### src/rtl/preamble_sfd_detector.sv
module preamble_sfd_detector #(
  parameter int BLIND_BITS = 16,
  parameter int ALT_BITS   = 5
) (
  input  logic clk,
  input  logic rst_n,
  input  logic en,
  input  logic rx_dv,
  input  logic rx_d,
  output logic out_bit,
  output logic out_vld,
  output logic sof,
  output logic rej
);
  localparam int LAST_ALT = BLIND_BITS + ALT_BITS;
  localparam int CNT_W    = $clog2(LAST_ALT + 1);
  localparam logic [CNT_W-1:0] BLIND_C = CNT_W'(BLIND_BITS);
  localparam logic [CNT_W-1:0] LAST_C  = CNT_W'(LAST_ALT);

  typedef enum logic [1:0] {ST_HDR, ST_DATA, ST_DROP} st_t;

  st_t             st;
  logic [CNT_W-1:0] cnt;
  logic             prev;

  wire active   = rx_dv && en && (st == ST_HDR);
  wire in_alt   = (cnt > BLIND_C) && (cnt < LAST_C);
  wire hunting  = (cnt == LAST_C);
  wire pair_eq  = (rx_d == prev);
  wire hit_sof  = active && hunting && pair_eq && rx_d;
  wire hit_rej  = active && pair_eq && (in_alt || (hunting && !rx_d));
  wire fwd      = rx_dv && en && (st == ST_DATA);

  always_ff @(posedge clk) begin
    if (!rst_n) begin
      st      <= ST_HDR;
      cnt     <= '0;
      prev    <= 1'b0;
      out_bit <= 1'b0;
      out_vld <= 1'b0;
      sof     <= 1'b0;
      rej     <= 1'b0;
    end else begin
      out_vld <= fwd;
      out_bit <= fwd && rx_d;
      sof     <= hit_sof;
      rej     <= hit_rej;
      if (!rx_dv) begin
        st  <= ST_HDR;
        cnt <= '0;
      end else if (!en) begin
        st <= ST_DROP;
      end else if (st == ST_HDR) begin
        prev <= rx_d;
        if (!hunting) cnt <= cnt + 1'b1;
        if (hit_sof)      st <= ST_DATA;
        else if (hit_rej) st <= ST_DROP;
      end
    end
  end

  AST_SOF_REJ_EXCL: assert property (@(posedge clk) disable iff (!rst_n) !(sof && rej));
  AST_SOF_PULSE:    assert property (@(posedge clk) disable iff (!rst_n) sof |=> !sof);
  AST_REJ_PULSE:    assert property (@(posedge clk) disable iff (!rst_n) rej |=> !rej);
  AST_EN_GATE:      assert property (@(posedge clk) disable iff (!rst_n) !en |=> (!sof && !rej && !out_vld));
  AST_DV_GATE:      assert property (@(posedge clk) disable iff (!rst_n) !rx_dv |=> !out_vld);
  AST_REJ_QUIET:    assert property (@(posedge clk) disable iff (!rst_n) rej |=> (!out_vld && !sof));
  AST_SOF_AFTER_HDR: assert property (@(posedge clk) disable iff (!rst_n) sof |-> !out_vld);
  AST_CNT_RANGE:    assert property (@(posedge clk) disable iff (!rst_n) cnt <= LAST_C);
endmodule

### config.mk
export PLATFORM = sky130hd
export DESIGN_NAME = preamble_sfd_detector
export DESIGN_NICKNAME = d
export VERILOG_FILES = /design/src/rtl/preamble_sfd_detector.sv
export SDC_FILE = /design/constraint.sdc
export NUM_CORES = 1
export LEC_CHECK = 0
export ABC_CLOCK_PERIOD_IN_PS = 2100
export BUFFER_PORTS_ARGS = -buffer_cell sky130_fd_sc_hd__buf_4
export CORE_ASPECT_RATIO = 0.9
export CORE_MARGIN = 2
export CORE_UTILIZATION = 35
export DETAILED_ROUTE_END_ITERATION = 8
export GPL_TIMING_DRIVEN = 0
export PLACE_DENSITY = 0.62
export SLEW_MARGIN = 25
export SYNTH_ARGS = -nofsm -noshare
export SYNTH_HDL_FRONTEND = slang
export SYNTH_SLANG_ARGS = --single-unit
### constraint.sdc
create_clock -name clk -period 2.1 [get_ports clk]
set_input_delay 0.315 -clock clk [delete_from_list [all_inputs] [get_ports clk]]
set_output_delay 0.315 -clock clk [all_outputs]
set_load 0.02 [all_outputs]
# Word-level counts from Yosys, hierarchy flattened
# Index checks and enable logic that the tools add are counted.
[totals]
regBits = 12
in_bits = 5
out_inout_bits = 4
wordCells = 42
[op_classes]
n_addsub = 1
order_cmp = 2
n_eq_ne = 5
mux = 4
bitwise_logic = 1
reduce_logical = 21
[op_table]
columns = ["operator", "n"]
rows = [
  ["1-bit logical AND", 11],
  ["3-bit AND reduction", 3],
  ["2-bit two-way mux", 4],
  ["2-bit AND reduction", 3],
  ["5-bit by 1-bit adder with 5-bit output, second input constant", 1],
  ["5-bit equality test, second input constant", 1],
  ["5-bit greater-than comparator, second input constant", 1],
  ["5-bit less-than comparator, second input constant", 1],
  ["3-bit by 1-bit inequality test with 1-bit output, second input constant", 1],
  ["2-bit by 1-bit equality test with 1-bit output, second input constant", 1],
  ["2-bit logical NOT", 1],
  ["2-bit by 1-bit inequality test with 1-bit output, second input constant", 1],
  ["2-bit nonzero test", 1],
  ["1-bit equality test", 1],
  ["1-bit logical NOT", 1],
  ["1-bit logical OR", 1],
  ["1-bit NOT", 1],
]

# Longest topological paths before layout
[logic_depth]
word_depth = 8
mapped_depth = 5
depth_no_buf = 5

# Worst setup path before layout
# No wires, ideal clock.
[synth_path]
path_kind = "register to register"
start = "reg cnt[1]"
end = "reg cnt[3]"
setup_time_ns = 0.070
t_arrival_ns = 1.423
required_ns = 2.030
path_slack_ns = 0.607
path_stages_with_launch = 6
path_buffers = 0
synth_period_minus_slack_ns = 1.493
cell_sequence = "dfxtp_1 inv_1 ha_1 and4b_1 or4_1 a21oi_1"
[synth_between]
elab_chain_len = 3
elab_cells_between_ends = 4
classes_between = "add/sub: 1; eq/ne: 1; bitwise: 1; reduce/logical: 1"
[synth_rtl]
columns = ["element", "line_no", "source"]
rows = [
  ["start: declaration", "23", "logic [CNT_W-1:0] cnt;"],
  ["start signal: assignment", "55", "if (!hunting) cnt <= cnt + 1'b1;"],
  ["branches (longest 3 deep; another with 5-bit by 1-bit adder with 5-bit output)", "--", ""],
]
# Several ways; the timed one is not identified.
# A chain may end at the register's enable or synchronous reset.

# Worst setup path after layout
# Same ends and word-level chain as after synthesis.

==> impl_metrics.py <==
metrics = {
    "run_status": {
        "outcome": "finished, final reports clean",
    },
    "final_layout": {
        "antenna_cells": 0,
        "nets": 83,
        "fillCellCount": 155,
        "final_cells": 96,
        "area_delta_synth_final_pct": 22.1,
        "layout-drive-gt1-share": 0.189,
    },
    "setup_path": {
        "critPathKind": "reg -> reg",
        "endpoint_kind": "flip-flop",
        "r2r_start": "cnt[1]$_SDFFE_PN0P_",
        "crit_arrival_ns": 1.86,
        "timing.rr.end": "cnt[3]$_SDFFE_PN0P_",
        "rr_worst_depth": 5,
        "path_max_fanout": 5,
        "r2r_slack_ns": 0.45,
        "worst-endpoint-required_ns": 2.30,
        "cp-start-kind": "flip-flop",
        "path_cells": "inv_1 -> ha_1 -> and4b_1 -> or4_1 -> a21oi_1",
        "cpPeakStageDelay_ns": 0.51,
        "slowest_stage": "or4_1",
    },
    "logic_synthesis": {
        "synth-xor-area-share": 0.0156,
        "syn-num-nets": 70,
        "synth.largest_area_cell": "dfxtp_1",
        "ys_types": 28,
        "syn_area_um2": 561,
        "synth_fa_ha_area_frac": 0.0670,
        "synth_top_family_by_area": "simple AND/OR/NAND/NOR gates",
        "synthSimpleGateAreaFrac": 0.257,
        "syn_avg_cell_area_um2": 9.04,
        "synth_top_area_frac": 0.429,
        "synthMuxAreaShare": 0,
        "synth_edf_count": 0,
        "synth_compound_area_frac": 0.196,
        "ys_seq_area_frac": 0.429,
        "syn_inst": 62,
        "synth_area_leaders": "dfxtp_1 (43%), ha_1 (6.7%), o21ai_0 (5.4%), nand3_1 (4.5%), a21oi_1 (3.6%)",
        "synth-seq-cells": 12,
        "synth_flop_cell": "dfxtp_1",
        "yosysWarnings": 0,
        "async_flop_share": 0,
    },
    "drt": {
        "drt_iter0_drc": 7,
        "wirelength_mm": 1.10,
        "vias": 498,
        "avgViaCountPerCell": 5.19,
        "wl_per_cell_um": 11.5,
        "ant_nets": 0,
        "drt_pass1_iterations": 4,
        "drc": 0,
    },
    "pwr": {
        "leakage_uw": 0.000274,
        "p_sw_uw": 97.6,
        "power.density_mw_per_mm2": 655,
        "p_seq_frac": 0.522,
        "ir_drop_mv": 0.339,
        "p_comb_frac": 0.074,
        "p_clk_frac": 0.404,
        "intPower_uw": 351,
        "power.share.switching": 0.218,
    },
    "global_route": {
        "grt_pass1_vias": 403,
        "antenna_found_initial": 0,
        "grt_pass1_wl_mm": 1.83,
        "grt_max_degree": 10,
        "overflow": 0,
        "grt_usage": 0.134,
    },
    "timing": {
        "maxSlewHeadroom": 0.668,
        "final_hold_viol_count": 0,
        "rsz0062_at_grt": "no",
        "finalClockSkew_ns": 0.00321,
        "hold-worst-slack_ns": 0.295,
        "fmax_mhz": 604,
        "tightest_slew_ns": 0.496,
        "setup_viol": 0,
        "tns_ns": 0,
        "min_period_ns": 1.65,
        "fin_crit_sh": 0.788,
        "drv_slew": 0,
    },
    "cts": {
        "clk_pin_slew_ns": 0.08,
        "cts.sinks": 12,
        "htree_levels": 1,
        "ctsResizeCount": 0,
        "cts-buffers-inserted": 3,
        "ctsLongestPathBuffers": 2,
        "worstSkewPairLatency_ns": 0.27,
        "cts_tree": "done",
        "root_buffer": "clkbuf_4",
        "post_cts_buffers": 0,
        "ctsHoldBuffers": 0,
    },
    "worst_hold_path": {
        "hold_end": "st[0]$_SDFFE_PN0P_",
        "hold_path_depth": 2,
        "min-delay-start": "en",
        "hold_path.class": "in -> reg",
    },
    "die": {
        "start_util": 0.379,
        "core_area_mm2": 0.00148,
        "fp.dieArea_mm2": 0.00194,
        "fp.dieW_um": 46.2,
        "io_pins": 9,
        "rows": 13,
        "die_y_um": 42.0,
    },
    "placement": {
        "dp_hpwl_um": 834,
        "place_inst": 92,
        "gp_congestion": 0.766,
        "port_buffers": 8,
    },
    "job": {
        "drv_cap": 0,
    },
}
[worst max-delay path: cells and delay by family (launching register included)]
family,cells,cell delay (ns)
AOI/OAI and AO/OA,1,0.14
adders and majority gates,1,0.22
buffers and inverters,1,0.09
DFF,1,0.39
and+or+nand+nor,2,0.75
[layout make-up]
class	instances	area [um2]	share of cell area
Inverter	4	15.0	0.0219
Tap cell	22	27.5	0.0402
Sequential cell	12	240	0.351
Clock buffer	4	36.3	0.0530
Multi-Input combinational cell	45	300	0.439
Buffer	1	5.00	0.00731
Timing Repair Buffer	8	60.1	0.0878
[placed cells by master, fill, tap and decap left out, drive strengths merged, types with 2 or more instances in the layout]
cell and n:
and2 2, clkbuf 4, ha 3, buf 9, dfxtp 12, a21oi 4, nor2b 3, nor3 2
nand2 3, nand3 5, o21ai 6, inv 4
[through the flow]
step	total power (uW)	setup slack, ns	util	cell area (um2)
floorplan	258	0.607	-	561
global placement	272	0.502	0.438	648
detailed placement	272	0.457	0.438	648
CTS	451	0.444	0.462	684
global route	471	0.382	0.462	684
finish	448	0.446	0.462	684
[power groups by stage]
stage / Sequential, uW / Combinational, uW / Clock [uW]
after detailed placement: 239 / 33.2 / 0
after CTS: 234 / 33.4 / 184
final: 234 / 33.4 / 181
after global placement: 239 / 32.6 / 0
after floorplan: 238 / 19.4 / 0
after global routing: 234 / 37.4 / 200
[kinds of logic after synthesis]
| family | after synthesis |
|---|---|
| AOI/OAI and AO/OA | 17 |
| xor gates and xnor gates | 1 |
| adders and majority gates | 3 |
| buffers and inverters | 5 |
| DFF | 12 |
| and+or+nand+nor | 24 |
[worst max-delay path by stage]
| stage | startpoint | endpoint | slack [ns] |
|---|---|---|---|
| final | cnt[1]$_SDFFE_PN0P_ | cnt[3]$_SDFFE_PN0P_ | 0.45 |
| after global routing | cnt[1]$_SDFFE_PN0P_ | cnt[3]$_SDFFE_PN0P_ | 0.38 |
| after floorplan | cnt[1]$_SDFFE_PN0P_ | cnt[3]$_SDFFE_PN0P_ | 0.61 |
| after detailed placement | cnt[1]$_SDFFE_PN0P_ | cnt[3]$_SDFFE_PN0P_ | 0.46 |
| after global placement | cnt[1]$_SDFFE_PN0P_ | cnt[3]$_SDFFE_PN0P_ | 0.50 |
| after CTS | cnt[1]$_SDFFE_PN0P_ | cnt[3]$_SDFFE_PN0P_ | 0.44 |
[flip-flops by register name, indices dropped and copies added (netlist names)]
signal,count
cnt,5
st,2
out_bit,1
out_vld,1
prev,1
rej,1
sof,1
[metal layers]
metal / track usage / wire [um] / up-vias
met5: 0 / 0 / -
met4: 0.0686 / 23 / 0
met3: 0.0522 / 35 / 4
met2: 0.186 / 484 / 10
met1: 0.176 / 558 / 227
li1: - / - / 257
[cell usage after synthesis, types with 2 or more instances]
master	count
inv_1	4
nor2b_1	3
nand3_1	5
nor3_1	2
o21ai_0	6
dfxtp_1	12
a21oi_1	4
ha_1	3
nand2_1	3
and2_1	2
(Power assumes the default switching activity.)
